===== src/rtl/line_seq_pkg.sv =====
package line_seq_pkg;

    localparam int LINE_WORDS   = 4;
    localparam int WSEL_W       = $clog2(LINE_WORDS);
    localparam int WSEL_LSB     = 2;
    localparam int FOLLOW_BEATS = LINE_WORDS - 1;

    typedef enum logic [1:0] {
        ST_IDLE  = 2'd0,
        ST_ISSUE = 2'd1,
        ST_WAIT  = 2'd2
    } seq_state_e;

    typedef enum logic [1:0] {
        SZ_LONG = 2'b00,
        SZ_BYTE = 2'b01,
        SZ_WORD = 2'b10,
        SZ_LINE = 2'b11
    } xfer_size_e;

    typedef struct packed {
        logic write;
        logic locked;
        logic lock_last;
    } line_ctl_t;

    function automatic logic [WSEL_W-1:0] wsel_advance(input logic [WSEL_W-1:0] w);
        return w + WSEL_W'(1);
    endfunction

endpackage


===== src/rtl/lss_word_stepper.sv =====
module lss_word_stepper
    import line_seq_pkg::*;
#(
    parameter int ADDR_W = 32
) (
    input  logic              clk,
    input  logic              rst,
    input  logic              load_i,
    input  logic [ADDR_W-1:0] base_i,
    input  logic              step_i,
    output logic [ADDR_W-1:0] addr_o,
    output logic [WSEL_W-1:0] word_o,
    output logic              last_o
);
    localparam int HI_LSB = WSEL_LSB + WSEL_W;
    localparam int CNT_W  = $clog2(LINE_WORDS);

    logic [ADDR_W-HI_LSB-1:0] hi_q;
    logic [WSEL_W-1:0]        word_q;
    logic [CNT_W-1:0]         acks_q;

    always_ff @(posedge clk) begin
        if (rst) begin
            hi_q   <= '0;
            word_q <= '0;
            acks_q <= '0;
        end else if (load_i) begin
            hi_q   <= base_i[ADDR_W-1:HI_LSB];
            word_q <= wsel_advance(base_i[HI_LSB-1:WSEL_LSB]);
            acks_q <= '0;
        end else if (step_i) begin
            word_q <= wsel_advance(word_q);
            acks_q <= acks_q + CNT_W'(1);
        end
    end

    assign addr_o = {hi_q, word_q, {WSEL_LSB{1'b0}}};
    assign word_o = word_q;
    assign last_o = (acks_q == CNT_W'(FOLLOW_BEATS - 1));

    // the first follow-on word never repeats the starting word
    a_r3_word_moves: assert property (@(posedge clk) disable iff (rst)
        load_i |=> (word_o != $past(base_i[HI_LSB-1:WSEL_LSB])));

    // no step beyond the last follow-on beat
    a_r1_step_bound: assert property (@(posedge clk) disable iff (rst)
        step_i |-> (acks_q <= CNT_W'(FOLLOW_BEATS - 1)));

endmodule


===== src/rtl/lss_ignore_timer.sv =====
module lss_ignore_timer
    import line_seq_pkg::*;
#(
    parameter int IGN_W = 4
) (
    input  logic             clk,
    input  logic             rst,
    input  logic             arm_i,
    input  logic             en_i,
    input  logic [IGN_W-1:0] val_i,
    output logic             stat_o,
    output logic             open_o
);
    logic [IGN_W-1:0] cnt_q;
    logic [IGN_W-1:0] eff;
    logic             pend_q;

    assign eff    = en_i ? val_i : '0;
    assign stat_o = (arm_i && (eff == '0)) || (pend_q && (cnt_q == '0));
    assign open_o = !arm_i && !pend_q;

    always_ff @(posedge clk) begin
        if (rst) begin
            pend_q <= 1'b0;
            cnt_q  <= '0;
        end else if (arm_i) begin
            pend_q <= (eff != '0);
            cnt_q  <= eff - IGN_W'(1);
        end else if (pend_q) begin
            if (cnt_q == '0) pend_q <= 1'b0;
            else             cnt_q  <= cnt_q - IGN_W'(1);
        end
    end

    // one status strobe per beat, never on consecutive clocks
    a_r5_stat_single: assert property (@(posedge clk) disable iff (rst)
        stat_o |=> !stat_o);

    // a delayed strobe is always preceded by an arm or a pending count
    a_r5_stat_origin: assert property (@(posedge clk) disable iff (rst)
        (stat_o && !arm_i) |-> ($past(arm_i) || $past(pend_q)));

endmodule


===== src/rtl/lss_line_buf.sv =====
module lss_line_buf
    import line_seq_pkg::*;
#(
    parameter int DATA_W = 32
) (
    input  logic                         clk,
    input  logic                         rst,
    input  logic                         load_i,
    input  logic                         load_rd_i,
    input  logic [WSEL_W-1:0]            init_sel_i,
    input  logic [DATA_W-1:0]            init_data_i,
    input  logic [LINE_WORDS*DATA_W-1:0] wline_i,
    input  logic                         cap_i,
    input  logic [WSEL_W-1:0]            sel_i,
    input  logic [DATA_W-1:0]            cap_data_i,
    output logic [LINE_WORDS*DATA_W-1:0] line_o,
    output logic [DATA_W-1:0]            wword_o
);
    localparam int LINE_W = LINE_WORDS * DATA_W;

    logic [LINE_W-1:0] wr_flat;

    for (genvar k = 0; k < LINE_WORDS; k++) begin : g_slot
        logic [DATA_W-1:0] rd_q;
        logic [DATA_W-1:0] wr_q;

        always_ff @(posedge clk) begin
            if (rst) begin
                rd_q <= '0;
                wr_q <= '0;
            end else begin
                if (load_i) wr_q <= wline_i[k*DATA_W +: DATA_W];
                if (load_rd_i && (init_sel_i == WSEL_W'(k)))
                    rd_q <= init_data_i;
                else if (cap_i && (sel_i == WSEL_W'(k)))
                    rd_q <= cap_data_i;
            end
        end

        assign line_o[k*DATA_W +: DATA_W]  = rd_q;
        assign wr_flat[k*DATA_W +: DATA_W] = wr_q;
    end

    assign wword_o = wr_flat[sel_i*DATA_W +: DATA_W];

endmodule


===== src/rtl/line_split_seq.sv =====
module line_split_seq
    import line_seq_pkg::*;
#(
    parameter int ADDR_W = 32,
    parameter int DATA_W = 32,
    parameter int IGN_W  = 4
) (
    input  logic                         clk,
    input  logic                         rst,
    input  logic                         start_i,
    input  logic [ADDR_W-1:0]            line_addr_i,
    input  logic                         write_i,
    input  logic                         locked_i,
    input  logic                         lock_last_i,
    input  logic [DATA_W-1:0]            first_data_i,
    input  logic [LINE_WORDS*DATA_W-1:0] wline_i,
    input  logic                         ign_en_i,
    input  logic [IGN_W-1:0]             ign_val_i,
    input  logic                         next_req_i,
    output logic                         ts_o,
    output logic                         stat_o,
    output logic [1:0]                   siz_o,
    output logic [ADDR_W-1:0]            addr_o,
    output logic                         read_o,
    output logic                         tip_o,
    output logic                         lock_o,
    output logic                         lock_end_o,
    output logic [DATA_W-1:0]            data_o,
    output logic                         data_oe_o,
    input  logic [DATA_W-1:0]            data_i,
    input  logic                         ta_i,
    input  logic                         ci_i,
    output logic                         done_o,
    output logic [LINE_WORDS*DATA_W-1:0] line_o,
    output logic                         line_ci_o,
    output logic                         next_start_o
);
    seq_state_e        state_q;
    line_ctl_t         ctl_q;
    logic              ign_en_q;
    logic [IGN_W-1:0]  ign_val_q;
    logic              done_q;
    logic              hand_q;
    logic              line_ci_q;

    logic              busy;
    logic              issue;
    logic              launch;
    logic              ack;
    logic              win_open;
    logic              last_beat;
    logic [WSEL_W-1:0] word;
    logic [DATA_W-1:0] wword;

    assign busy   = (state_q != ST_IDLE);
    assign issue  = (state_q == ST_ISSUE);
    assign launch = (state_q == ST_IDLE) && start_i;
    assign ack    = (state_q == ST_WAIT) && ta_i && win_open;

    always_ff @(posedge clk) begin
        if (rst) begin
            state_q   <= ST_IDLE;
            ctl_q     <= '0;
            ign_en_q  <= 1'b0;
            ign_val_q <= '0;
            done_q    <= 1'b0;
            hand_q    <= 1'b0;
            line_ci_q <= 1'b0;
        end else begin
            done_q <= 1'b0;
            unique case (state_q)
                ST_IDLE: begin
                    if (start_i) begin
                        state_q   <= ST_ISSUE;
                        ctl_q     <= '{write: write_i, locked: locked_i, lock_last: lock_last_i};
                        ign_en_q  <= ign_en_i;
                        ign_val_q <= ign_val_i;
                        line_ci_q <= 1'b0;
                        hand_q    <= 1'b0;
                    end
                end
                ST_ISSUE: state_q <= ST_WAIT;
                ST_WAIT: begin
                    if (ack) begin
                        if (!ctl_q.write && ci_i) line_ci_q <= 1'b1;
                        if (last_beat) begin
                            state_q <= ST_IDLE;
                            done_q  <= 1'b1;
                            hand_q  <= next_req_i;
                        end else begin
                            state_q <= ST_ISSUE;
                        end
                    end
                end
                default: state_q <= ST_IDLE;
            endcase
        end
    end

    lss_word_stepper #(.ADDR_W(ADDR_W)) u_step (
        .clk    (clk),
        .rst    (rst),
        .load_i (launch),
        .base_i (line_addr_i),
        .step_i (ack),
        .addr_o (addr_o),
        .word_o (word),
        .last_o (last_beat)
    );

    lss_ignore_timer #(.IGN_W(IGN_W)) u_ign (
        .clk    (clk),
        .rst    (rst),
        .arm_i  (issue),
        .en_i   (ign_en_q),
        .val_i  (ign_val_q),
        .stat_o (stat_o),
        .open_o (win_open)
    );

    lss_line_buf #(.DATA_W(DATA_W)) u_buf (
        .clk         (clk),
        .rst         (rst),
        .load_i      (launch),
        .load_rd_i   (launch && !write_i),
        .init_sel_i  (line_addr_i[WSEL_LSB +: WSEL_W]),
        .init_data_i (first_data_i),
        .wline_i     (wline_i),
        .cap_i       (ack && !ctl_q.write),
        .sel_i       (word),
        .cap_data_i  (data_i),
        .line_o      (line_o),
        .wword_o     (wword)
    );

    assign ts_o         = issue;
    assign siz_o        = SZ_LONG;
    assign read_o       = busy && !ctl_q.write;
    assign tip_o        = busy || (done_q && hand_q);
    assign lock_o       = busy && ctl_q.locked;
    assign lock_end_o   = busy && ctl_q.lock_last;
    assign data_oe_o    = (state_q == ST_WAIT) && ctl_q.write;
    assign data_o       = wword;
    assign done_o       = done_q;
    assign line_ci_o    = line_ci_q;
    assign next_start_o = done_q && hand_q;

    // start strobe lasts a single clock
    a_r2_ts_single: assert property (@(posedge clk) disable iff (rst)
        ts_o |=> !ts_o);

    // done is a one-clock pulse
    a_r10_done_pulse: assert property (@(posedge clk) disable iff (rst)
        done_o |=> !done_o);

    // lock indicators are negated when the line completes
    a_r10_locks_clear: assert property (@(posedge clk) disable iff (rst)
        done_o |-> (!lock_o && !lock_end_o));

    // write data released the clock after an accepted acknowledge
    a_r8_bus_release: assert property (@(posedge clk) disable iff (rst)
        (ack && ctl_q.write) |=> !data_oe_o);

    // without a transfer in progress no strobe or data drive appears
    a_r12_idle_quiet: assert property (@(posedge clk) disable iff (rst)
        !tip_o |-> (!ts_o && !stat_o && !data_oe_o));

endmodule


===== config.mk =====
export PLATFORM = sky130hd
export DESIGN_NAME = line_split_seq
export DESIGN_NICKNAME = d
export VERILOG_FILES = /design/src/rtl/line_seq_pkg.sv /design/src/rtl/lss_word_stepper.sv /design/src/rtl/lss_ignore_timer.sv /design/src/rtl/lss_line_buf.sv /design/src/rtl/line_split_seq.sv
export SDC_FILE = /design/constraint.sdc
export NUM_CORES = 1
export LEC_CHECK = 0
export ABC_AREA = 1
export BUFFER_PORTS_ARGS = -buffer_cell sky130_fd_sc_hd__buf_2
export CAP_MARGIN = 25
export CORE_AREA = 2 2 172 174
export DETAILED_ROUTE_END_ITERATION = 6
export DIE_AREA = 0 0 174 176
export GPL_ROUTABILITY_DRIVEN = 1
export PLACE_DENSITY = 0.74
export SYNTH_ARGS = -nofsm -noshare
export SYNTH_HDL_FRONTEND = slang
export SYNTH_SLANG_ARGS = --single-unit

===== constraint.sdc =====
create_clock -name clk -period 2.2 [get_ports clk]
set_input_delay 0.22 -clock clk [delete_from_list [all_inputs] [get_ports clk]]
set_output_delay 0.22 -clock clk [all_outputs]
set_load 0.1 [all_outputs]

==> results_dict.tcl, run 1 <==
set metrics [dict create \
    ys_ff_latch 306 \
    relSlewSlack_pct 60.4 \
    cts_max_path_buffers 3 \
    synthTopCellsByCount "579 x nor2_1, 377 x nand2_1, 306 x dfxtp_1" \
    finalWirelength_mm 49.2 \
    yosysUniqueCellTypes 33 \
    dp_slack_ns 0.111 \
    drtAntennaViolNets 0 \
    clock_tree.root_cell "clkbuf_16" \
    clk_latency_ns 0.51 \
    track_usage_pct 30.8 \
    synth_edf_count 0 \
    max_freq_mhz 470 \
    initial_core_util_pct 46.6 \
    swShare_pct 34.6 \
    grt_pass1_wl_mm 76.2 \
    die_h_um 176 \
    drcViolationCount 0 \
    cp_data_arrival_time_ns 1.91 \
    area_growth_pct 44.1 \
    hold_viol_final 0 \
    fin_ws_ns 0.0731 \
    grt_overflow_total 0 \
    num_io_pins 442 \
    vias_per_cell 5.22 \
    h-tree-depth 2 \
    drt-initial-drc-count 1468 \
    die_x_um 174 \
    yosysTopAreaCell "dfxtp_1" \
    port_buffers 435 \
    clk_pin_slew_ns 0.06 \
    crit_fanout 16 \
    cts_inserted_buffers 34 \
    power_density_nw_per_um2 879 \
    cts_setup_buffers 0 \
    cts_tree "built" \
    vias 15107 \
    drive_gt1_share_pct 23.6 \
    final_cells 2895 \
    layout.nets 2715 \
    drt-wirelength-per-cell_um 17.0 \
    fin_crit_sh_pct 96.7 \
    switching_power_mw 5.83 \
    power.leakage_nw 9.17 \
    rr_worst_depth 8 \
    power_frac_comb_pct 27.6 \
    synth_flop_cell "dfxtp_1" \
    tightestPinTransition_ns 0.598 \
    layout_min_cycle_time_ns 2.13 \
    drv_cap 0 \
    cp-endpoint "data_o[9]" \
    synthTopCellsByArea "dfxtp_1 46%, nor2_1 16%, nand2_1 11%, o21ai_0 8.7%, inv_1 2.9%" \
    synthArstFlopShare_pct 0 \
    cp-start-kind "register" \
    num_rows 62 \
    hpwl_mm 30.5 \
    hp-class "input port to register" \
    globalplace.congestion 0.909 \
    power_frac_clock_pct 35.9 \
    rrSetupSlack_ns 0.24 \
    synth_area_um2 13300 \
    avgSynthCellArea_um2 6.81 \
    ys_warn_count 0 \
    maxSlewViolCount 0 \
    dp.cells 2671 \
    firstDrtPassIters 6 \
    tns_ns 0 \
    post-synth-top-area-fraction_pct 46.0 \
    irDropWorstVdd_uv 700 \
    grt_max_degree 136 \
    grt_pass1_vias 14732 \
    core_region_area_um2 28500 \
    synth_most_common_cell "nor2_1" \
    seqPwrFrac_pct 36.5 \
    required_ns 1.98 \
    endpoint_kind "output pin" \
    reg2reg_from "state_q[1]$_SDFFE_PP0P_" \
    yosysSeqAreaShare_pct 46.0 \
    antenna_found_initial 14 \
    r2r-end "u_buf.g_slot[0].rd_q[29]$_SDFFE_PP0P_" \
    cp-startpoint "u_step.word_o[1]$_SDFFE_PP0P_" \
    dieArea_um2 30600 \
    path_class "register to output pin" \
    rsz0062_at_grt "false" \
    skew_ns 0.00780 \
    setup-violations-final 0 \
    status "finished clean" \
    syn_inst 1953 \
    clock-sinks 306 \
    intPower_mw 11.0 \
]
-- worst min-delay path by stage --
stage	start	to	slack (ns)	depth (start not counted)
floorplan	wline_i[43]	u_buf.g_slot[1].wr_q[11]$_SDFFE_PP0N_	0.37	2
global placement	ctl_q[0]$_SDFFE_PP0N_	ctl_q[0]$_SDFFE_PP0N_	0.44	2
detailed placement	ctl_q[0]$_SDFFE_PP0N_	ctl_q[0]$_SDFFE_PP0N_	0.45	2
CTS	wline_i[122]	u_buf.g_slot[3].wr_q[26]$_SDFFE_PP0N_	0.0004	3
global route	wline_i[122]	u_buf.g_slot[3].wr_q[26]$_SDFFE_PP0N_	0.02	3
finish	ign_val_i[2]	ign_val_q[2]$_SDFFE_PP0N_	0.002	3
-- power by group through the flow --
stage                     clock network (mW)  registers [mW]  logic [mW]
after global routing                    6.36            6.19        4.89
after detailed placement                   0            6.26        4.30
final                                   6.05            6.16        4.64
after global placement                     0            6.24        4.25
after CTS                               6.12            6.14        4.52
after floorplan                            0            7.18        2.09
-- cells in the final DEF, fill, tap and decap left out, types with 2 or more instances in the layout --
master,n
nor2_1,576
buf_2,402
nand2_1,367
dfxtp_1,304
o21ai_0,232
dlygate4sd3_1,150
inv_1,101
buf_12,46
a21oi_1,40
a22oi_1,39
clkbuf_16,39
nor3_1,35
nand3_1,30
nand3_2,23
o21ai_1,16
diode_2,13
buf_4,12
nand2_4,11
clkbuf_8,10
inv_2,8
nand2_2,6
clkinv_2,5
nor2_4,4
nor2_2,4
nand4_1,4
conb_1,4
a22oi_2,3
clkbuf_1,3
bufinv_16,3
inv_4,2
a211oi_1,2
nor3_2,2
ha_1,2
dfxtp_2,2
-- area by class of cell --
type | instances | area [um2]
fill | 2272 | 9380
timing repair buffer | 614 | 4610
clock inverter | 9 | 124
sequential | 306 | 6130
tap | 384 | 480
inverter | 111 | 422
antenna | 13 | 32.5
multi-input combinational | 1408 | 6300
clock buffer | 50 | 1070
-- critical path, cell delays in order, from the launching register on --
cell	delay, ns
dfxtp_2	0.35
inv_1	0.11
nand2_1	0.09
inv_2	0.08
buf_12	0.17
a22oi_1	0.24
nand3_2	0.15
buf_12	0.20
-- registers in the layout, indices dropped and copies added, names as in the netlist --
signal	cells
hand_q	1
ign_en_q	1
ctl_q	3
u_buf.g_slot.rd_q	128
u_ign.cnt_q	4
state_q	2
u_ign.pend_q	1
u_buf.g_slot.wr_q	128
line_ci_o	1
u_step.acks_q	2
ign_val_q	4
u_step.hi_q	28
u_step.word_o	2
done_o	1
-- repair_timing --
item | 4_1_cts | 5_1_grt
gates resized for setup | 0 | 10
endpoints found under the setup margin | 0 | 43
endpoints found under the hold margin | 150 | 0
hold buffers | 150 | 0
-- cells by family after synthesis --
kind of cell	share of synthesized area (%)
XOR/XNOR	0.0658
AO/OA/AOI/OAI	13.5
other	0.0282
adder cells (fa/ha/maj)	0.188
AND/OR/NAND/NOR	31.8
buffers and inverters	8.35
flip-flops	46.0
-- through the flow --
step | total power [mW] | hold WS (ns) | instance area [um2] | util [%]
floorplan | 9.26 | 0.369 | 13500 | -
global placement | 10.5 | 0.442 | 16400 | 57.3
detailed placement | 10.6 | 0.446 | 16400 | 57.3
CTS | 16.8 | 0.000447 | 19100 | 66.7
global route | 17.4 | 0.0156 | 19200 | 67.1
finish | 16.9 | 0.00194 | 19200 | 67.2
-- per-layer routing --
| layer | vias to the layer above | track usage (%) | wire length, um |
|---|---|---|---|
| met4 | 4 | 17.2 | 2870 |
| met2 | 850 | 53.1 | 23200 |
| met3 | 181 | 6.87 | 4320 |
| met1 | 6843 | 35.5 | 18800 |
| met5 | - | 0 | 18 |
| li1 | 7229 | - | - |
Power figures use the tool's default switching activity.
==> run 2, diff against run 1 <==
--- a/config.mk
+++ b/config.mk
@@ -9,6 +9,7 @@
 export BUFFER_PORTS_ARGS = -buffer_cell sky130_fd_sc_hd__buf_2
 export CAP_MARGIN = 25
 export CORE_AREA = 2 2 172 174
+export CTS_BUF_LIST = sky130_fd_sc_hd__clkbuf_4 sky130_fd_sc_hd__clkbuf_8 sky130_fd_sc_hd__clkbuf_16
 export DETAILED_ROUTE_END_ITERATION = 6
 export DIE_AREA = 0 0 174 176
 export GPL_ROUTABILITY_DRIVEN = 1
==> results_dict.tcl, run 2 (same netlist as run 1, synthesis figures left out) <==
set metrics [dict create \
    hpwl_mm 30.5 \
    maxSlewViolCount 0 \
    power_density_nw_per_um2 880 \
    area_growth_pct 44.2 \
    cpPeakStageDelay_ns 0.35 \
    seq_area_um2 6130 \
    drt-initial-drc-count 1448 \
    cpMaxStageDelayCell "dfxtp_2" \
    status "finished clean" \
    max_freq_mhz 468 \
    drv_cap 0 \
    clk_pin_slew_ns 0.06 \
    drt-wirelength-per-cell_um 17.0 \
    die_x_um 174 \
    antenna_found_initial 15 \
    required_ns 1.98 \
    cp-start-kind "register" \
    grt_pass1_vias 14734 \
    hp-class "input port to register" \
    num_rows 62 \
    grt_max_degree 136 \
    cts_inserted_buffers 34 \
    initial_core_util_pct 46.6 \
    grt_pass1_wl_mm 76.3 \
    dp_slack_ns 0.111 \
    track_usage_pct 30.8 \
    cp_data_arrival_time_ns 1.92 \
    rsz0062_at_grt "false" \
    skew_ns 0.00909 \
    dp.cells 2671 \
    finalWirelength_mm 49.3 \
    port_buffers 435 \
    cp-startpoint "u_step.word_o[1]$_SDFFE_PP0P_" \
    min_from "ign_val_i[2]" \
    drtAntennaViolNets 0 \
    layout_min_cycle_time_ns 2.14 \
    clk_latency_ns 0.51 \
    cts_setup_buffers 0 \
    die_h_um 176 \
    final_cells 2896 \
    clock_tree.root_cell "clkbuf_16" \
    top_regs "u_buf.g_slot.rd_q x128, u_buf.g_slot.wr_q x128, u_step.hi_q x28" \
    firstDrtPassIters 5 \
    vias_per_cell 5.22 \
    drcViolationCount 0 \
    vias 15128 \
    irDropWorstVdd_uv 701 \
    nFillCells 2272 \
    multi_input_area_um2 6300 \
    core_region_area_um2 28500 \
    cp_num_buf_inv 4 \
    drive_gt1_share_pct 23.7 \
    grt_overflow_total 0 \
    setup-violations-final 0 \
    dieArea_um2 30600 \
    design_area_um2 19200 \
    path_class "register to output pin" \
    power.leakage_nw 9.18 \
    layout_common_cells "576 x nor2_1, 402 x buf_2, 367 x nand2_1" \
    reg2reg_from "state_q[1]$_SDFFE_PP0P_" \
    timing.hold.ws_ns 0.00117 \
    clock-sinks 306 \
    crit_fanout 16 \
    hold_viol_final 0 \
    cts_max_path_buffers 3 \
    place_area_um2 16400 \
    cts_tree "built" \
    tightestPinTransition_ns 0.597 \
    fin_crit_sh_pct 97.1 \
    fin_ws_ns 0.0633 \
    layout.nets 2715 \
    num_io_pins 442 \
    rrSetupSlack_ns 0.23 \
    endpoint_kind "output pin" \
    final_common_cell "nor2_1" \
    path_delay_family "buffers and inverters" \
    post-route-util_pct 67.2 \
    crit_top_cell "buf_12" \
    relSlewSlack_pct 60.5 \
    h-tree-depth 2 \
    critical_path.cell_chain "inv_1, nand2_1, inv_2, buf_12, a22oi_1, nand3_2, buf_12" \
    globalplace.congestion 0.909 \
]
==> run 2: cell count changes in the layout (fill, tap and decap cells not counted), sizes merged <==
cell   delta
diode     +1
==> run 2: final cells by class <==
class                           instances  area share (%)
Multi-Input combinational cell       1408            32.8
Sequential cell                       306            31.9
Timing Repair Buffer                  614            24.0
Clock buffer                           50            5.66
Tap cell                              384            2.50
Inverter                              111            2.20
Clock inverter                          9           0.646
Antenna cell                           14           0.183
==> run 2: layer usage <==
layer	routed length, um	global-route usage [%]	up-vias	share of wire (%)
met3	4300	6.87	177	8.7
met2	23300	53.1	841	47
met4	2850	17.4	4	5.8
li1	-	-	7228	-
met5	18	0	-	0.036
met1	18800	35.5	6878	38
==> run 2: worst min-delay path: cells and delay by family <==
family                 cells  cell delay [ns]
AO/OA/AOI/OAI              1             0.09
buffers and inverters      1             0.08
AND/OR/NAND/NOR            1             0.08
==> run 2: worst paths after layout <==
check / to / cells past startpoint
worst max-delay path: data_o[9] / 7
worst min-delay path: ign_val_q[2]$_SDFFE_PP0N_ / 3
worst min register to register: u_buf.g_slot[0].rd_q[3]$_SDFFE_PP0P_ / 2
worst max register to register: u_buf.g_slot[0].wr_q[21]$_SDFFE_PP0N_ / 7
==> run 2: what timing repair did <==
item,4_1_cts,5_1_grt
hold buffers,150,0
resized for setup,0,10
hold endpoints to repair,150,0
endpoints found under the setup margin,0,43
==> run 2: stage by stage <==
stage / setup TNS [ns] / total power, mW
6_report: 0 / 16.9
5_1_grt: 0 / 17.5
4_1_cts: 0 / 16.8
3_5_place_dp: 0 / 10.6
3_3_place_gp: 0 / 10.5
2_1_floorplan: -0.269 / 9.26
==> run 2: where the power goes <==
| part | total (mW) | internal, mW | switching (mW) |
|---|---|---|---|
| Clock | 6.08 | 3.77 | 2.31 |
| Sequential | 6.16 | 5.94 | 0.224 |
| Combinational | 4.65 | 1.35 | 3.30 |
==> run 3, diff against run 2 <==
--- a/config.mk
+++ b/config.mk
@@ -13,7 +13,7 @@
 export DETAILED_ROUTE_END_ITERATION = 6
 export DIE_AREA = 0 0 174 176
 export GPL_ROUTABILITY_DRIVEN = 1
-export PLACE_DENSITY = 0.74
+export PLACE_DENSITY_LB_ADDON = 0.05
 export SYNTH_ARGS = -nofsm -noshare
 export SYNTH_HDL_FRONTEND = slang
 export SYNTH_SLANG_ARGS = --single-unit
==> results_dict.tcl, run 3 (same netlist as run 1, synthesis figures left out) <==
set metrics [dict create \
    track_usage_pct 29.3 \
    die_x_um 174 \
    vias_per_cell 5.03 \
    cp-startpoint "u_step.word_o[1]$_SDFFE_PP0P_" \
    num_io_pins 442 \
    clk_latency_ns 0.51 \
    rr_worst_depth 7 \
    grt_pass1_vias 13688 \
    initial_core_util_pct 46.6 \
    top_regs "u_buf.g_slot.rd_q x128, u_buf.g_slot.wr_q x128, u_step.hi_q x28" \
    vias 14588 \
    grt_overflow_total 0 \
    skew_ns 0.0102 \
    layout.nets 2725 \
    cts_setup_buffers 0 \
    path_class "register to output pin" \
    crit_top_cell "buf_12" \
    cpPeakStageDelay_ns 0.36 \
    drtAntennaViolNets 0 \
    final_common_cell "nor2_1" \
    drt-wirelength-per-cell_um 16.0 \
    cpMaxStageDelayCell "dfxtp_4" \
    h-tree-depth 2 \
    clock-sinks 306 \
    grt_pass1_wl_mm 72.4 \
    use_met1_pct 38.6 \
    cts_inserted_buffers 35 \
    die_h_um 176 \
    power_density_nw_per_um2 861 \
    final_cells 2898 \
    firstDrtPassIters 5 \
    num_rows 62 \
    rrSetupSlack_ns 0.25 \
    status "finished clean" \
    layout_common_cells "576 x nor2_1, 402 x buf_2, 368 x nand2_1" \
    cts_tree "built" \
    hold_viol_final 0 \
    power_frac_clock_pct 35.1 \
    min_from "wline_i[58]" \
    rsz0062_at_grt "false" \
    post-route-util_pct 67.1 \
    dieArea_um2 30600 \
    dp.cells 2676 \
    critical_path.cell_chain "inv_2, nand2_1, inv_1, buf_12, a22oi_2, nand3_2, buf_12" \
    area_growth_pct 44.1 \
    finalWirelength_mm 46.2 \
    hp-class "input port to register" \
    clock_tree.root_cell "clkbuf_16" \
    globalplace.congestion 0.861 \
    antenna_found_initial 4 \
    cp-endpoint "data_o[8]" \
    grt_max_degree 139 \
    required_ns 1.98 \
    switching_power_mw 5.73 \
    power_mw 16.5 \
    crit_fanout 33 \
    drcViolationCount 0 \
    fin_crit_sh_pct 97.1 \
    maxSlewViolCount 0 \
    busiest_layer "met2" \
    setup-violations-final 0 \
    power_frac_comb_pct 27.7 \
    relSlewSlack_pct 43.6 \
    clk_pin_slew_ns 0.06 \
    hpwl_mm 30.4 \
    seqPwrFrac_pct 37.2 \
    layout_min_cycle_time_ns 2.14 \
    port_buffers 435 \
    drv_cap 0 \
    cts_max_path_buffers 3 \
    cp-start-kind "register" \
    power.leakage_nw 9.19 \
    core_region_area_um2 28500 \
    tns_ns 0 \
    r2r-end "u_buf.g_slot[2].rd_q[5]$_SDFFE_PP0P_" \
    tightestPinTransition_ns 0.846 \
    hold_path_depth 3 \
    swShare_pct 34.7 \
    grt.met2_usage_pct 47.5 \
    grt_use_met3_pct 6.31 \
    timing.hold.ws_ns 0.00515 \
    irDropWorstVdd_uv 680 \
    endpoint_kind "output pin" \
    drive_gt1_share_pct 23.9 \
    reg2reg_from "state_q[0]$_SDFFE_PP0P_" \
    drt-initial-drc-count 1136 \
    max_freq_mhz 468 \
    intPower_mw 10.8 \
    cp_data_arrival_time_ns 1.92 \
]
[run 3: changes by cell type in the layout (fill, tap and decap cells not counted), moves of 3 or more]
cell / previous run / this run
diode_2: 14 / 4
dlygate4sd3_1: 150 / 156
buf_4: 12 / 17
a22oi_1: 39 / 36
a22oi_2: 3 / 6
bufinv_16: 3 / 0
clkbuf_4: 4 / 7
[run 3: critical path: cells and delay by family, from the launching register on]
kind	cells	cell delay [ns]
AOI/OAI and AO/OA	1	0.33
buffers and inverters	4	0.48
DFF	1	0.36
and+or+nand+nor	2	0.21
[run 3: metrics by stage]
stage,setup WS [ns],area [um2]
global route,0.0117,19200
floorplan,-0.269,13500
CTS,0.00249,19100
global placement,0.288,16400
detailed placement,0.245,16400
finish,0.0634,19200
[run 3: area by class of cell]
class | count | area [um2]
repair buffers | 623 | 4660
inverters | 111 | 422
clock buffers | 54 | 1120
clock inverters | 8 | 43.8
fillers | 2516 | 9380
flip-flops and latches | 306 | 6130
diodes | 4 | 10.0
well taps | 384 | 480
multi-input cells | 1408 | 6300
[run 3: how the worst min path moves through the flow]
stage                                             to  slack, ns
5_1_grt                  u_step.hi_q[9]$_SDFFE_PP0N_       0.01
4_1_cts        u_buf.g_slot[0].wr_q[30]$_SDFFE_PP0N_      0.004
3_5_place_dp   u_buf.g_slot[0].rd_q[15]$_SDFFE_PP0P_       0.45
6_report       u_buf.g_slot[1].wr_q[26]$_SDFFE_PP0N_      0.005
3_3_place_gp                   ctl_q[1]$_SDFFE_PP0N_       0.45
2_1_floorplan  u_buf.g_slot[1].wr_q[11]$_SDFFE_PP0N_       0.37
[run 3: what timing repair did]
action	in CTS	in global routing
hold endpoints to repair	156	0
resized for setup	1	9
hold buffers	156	0
pin swaps	0	2
cloned	0	0
endpoints found under the setup margin	1	9
[run 3: power by group through the flow]
| stage | clock network, mW | logic [mW] | registers, mW |
|---|---|---|---|
| after global placement | 0 | 4.28 | 6.24 |
| after floorplan | 0 | 2.09 | 7.18 |
| after CTS | 5.88 | 4.55 | 6.13 |
| final | 5.79 | 4.57 | 6.14 |
| after detailed placement | 0 | 4.31 | 6.25 |
| after global routing | 6.11 | 4.83 | 6.19 |
[run 3: routing by layer]
| layer | part of all wire (%) | up-vias |
|---|---|---|
| li1 | - | 7245 |
| met1 | 44 | 6658 |
| met2 | 45 | 586 |
| met3 | 8.0 | 95 |
| met4 | 3.4 | 4 |
| met5 | 0.052 | - |
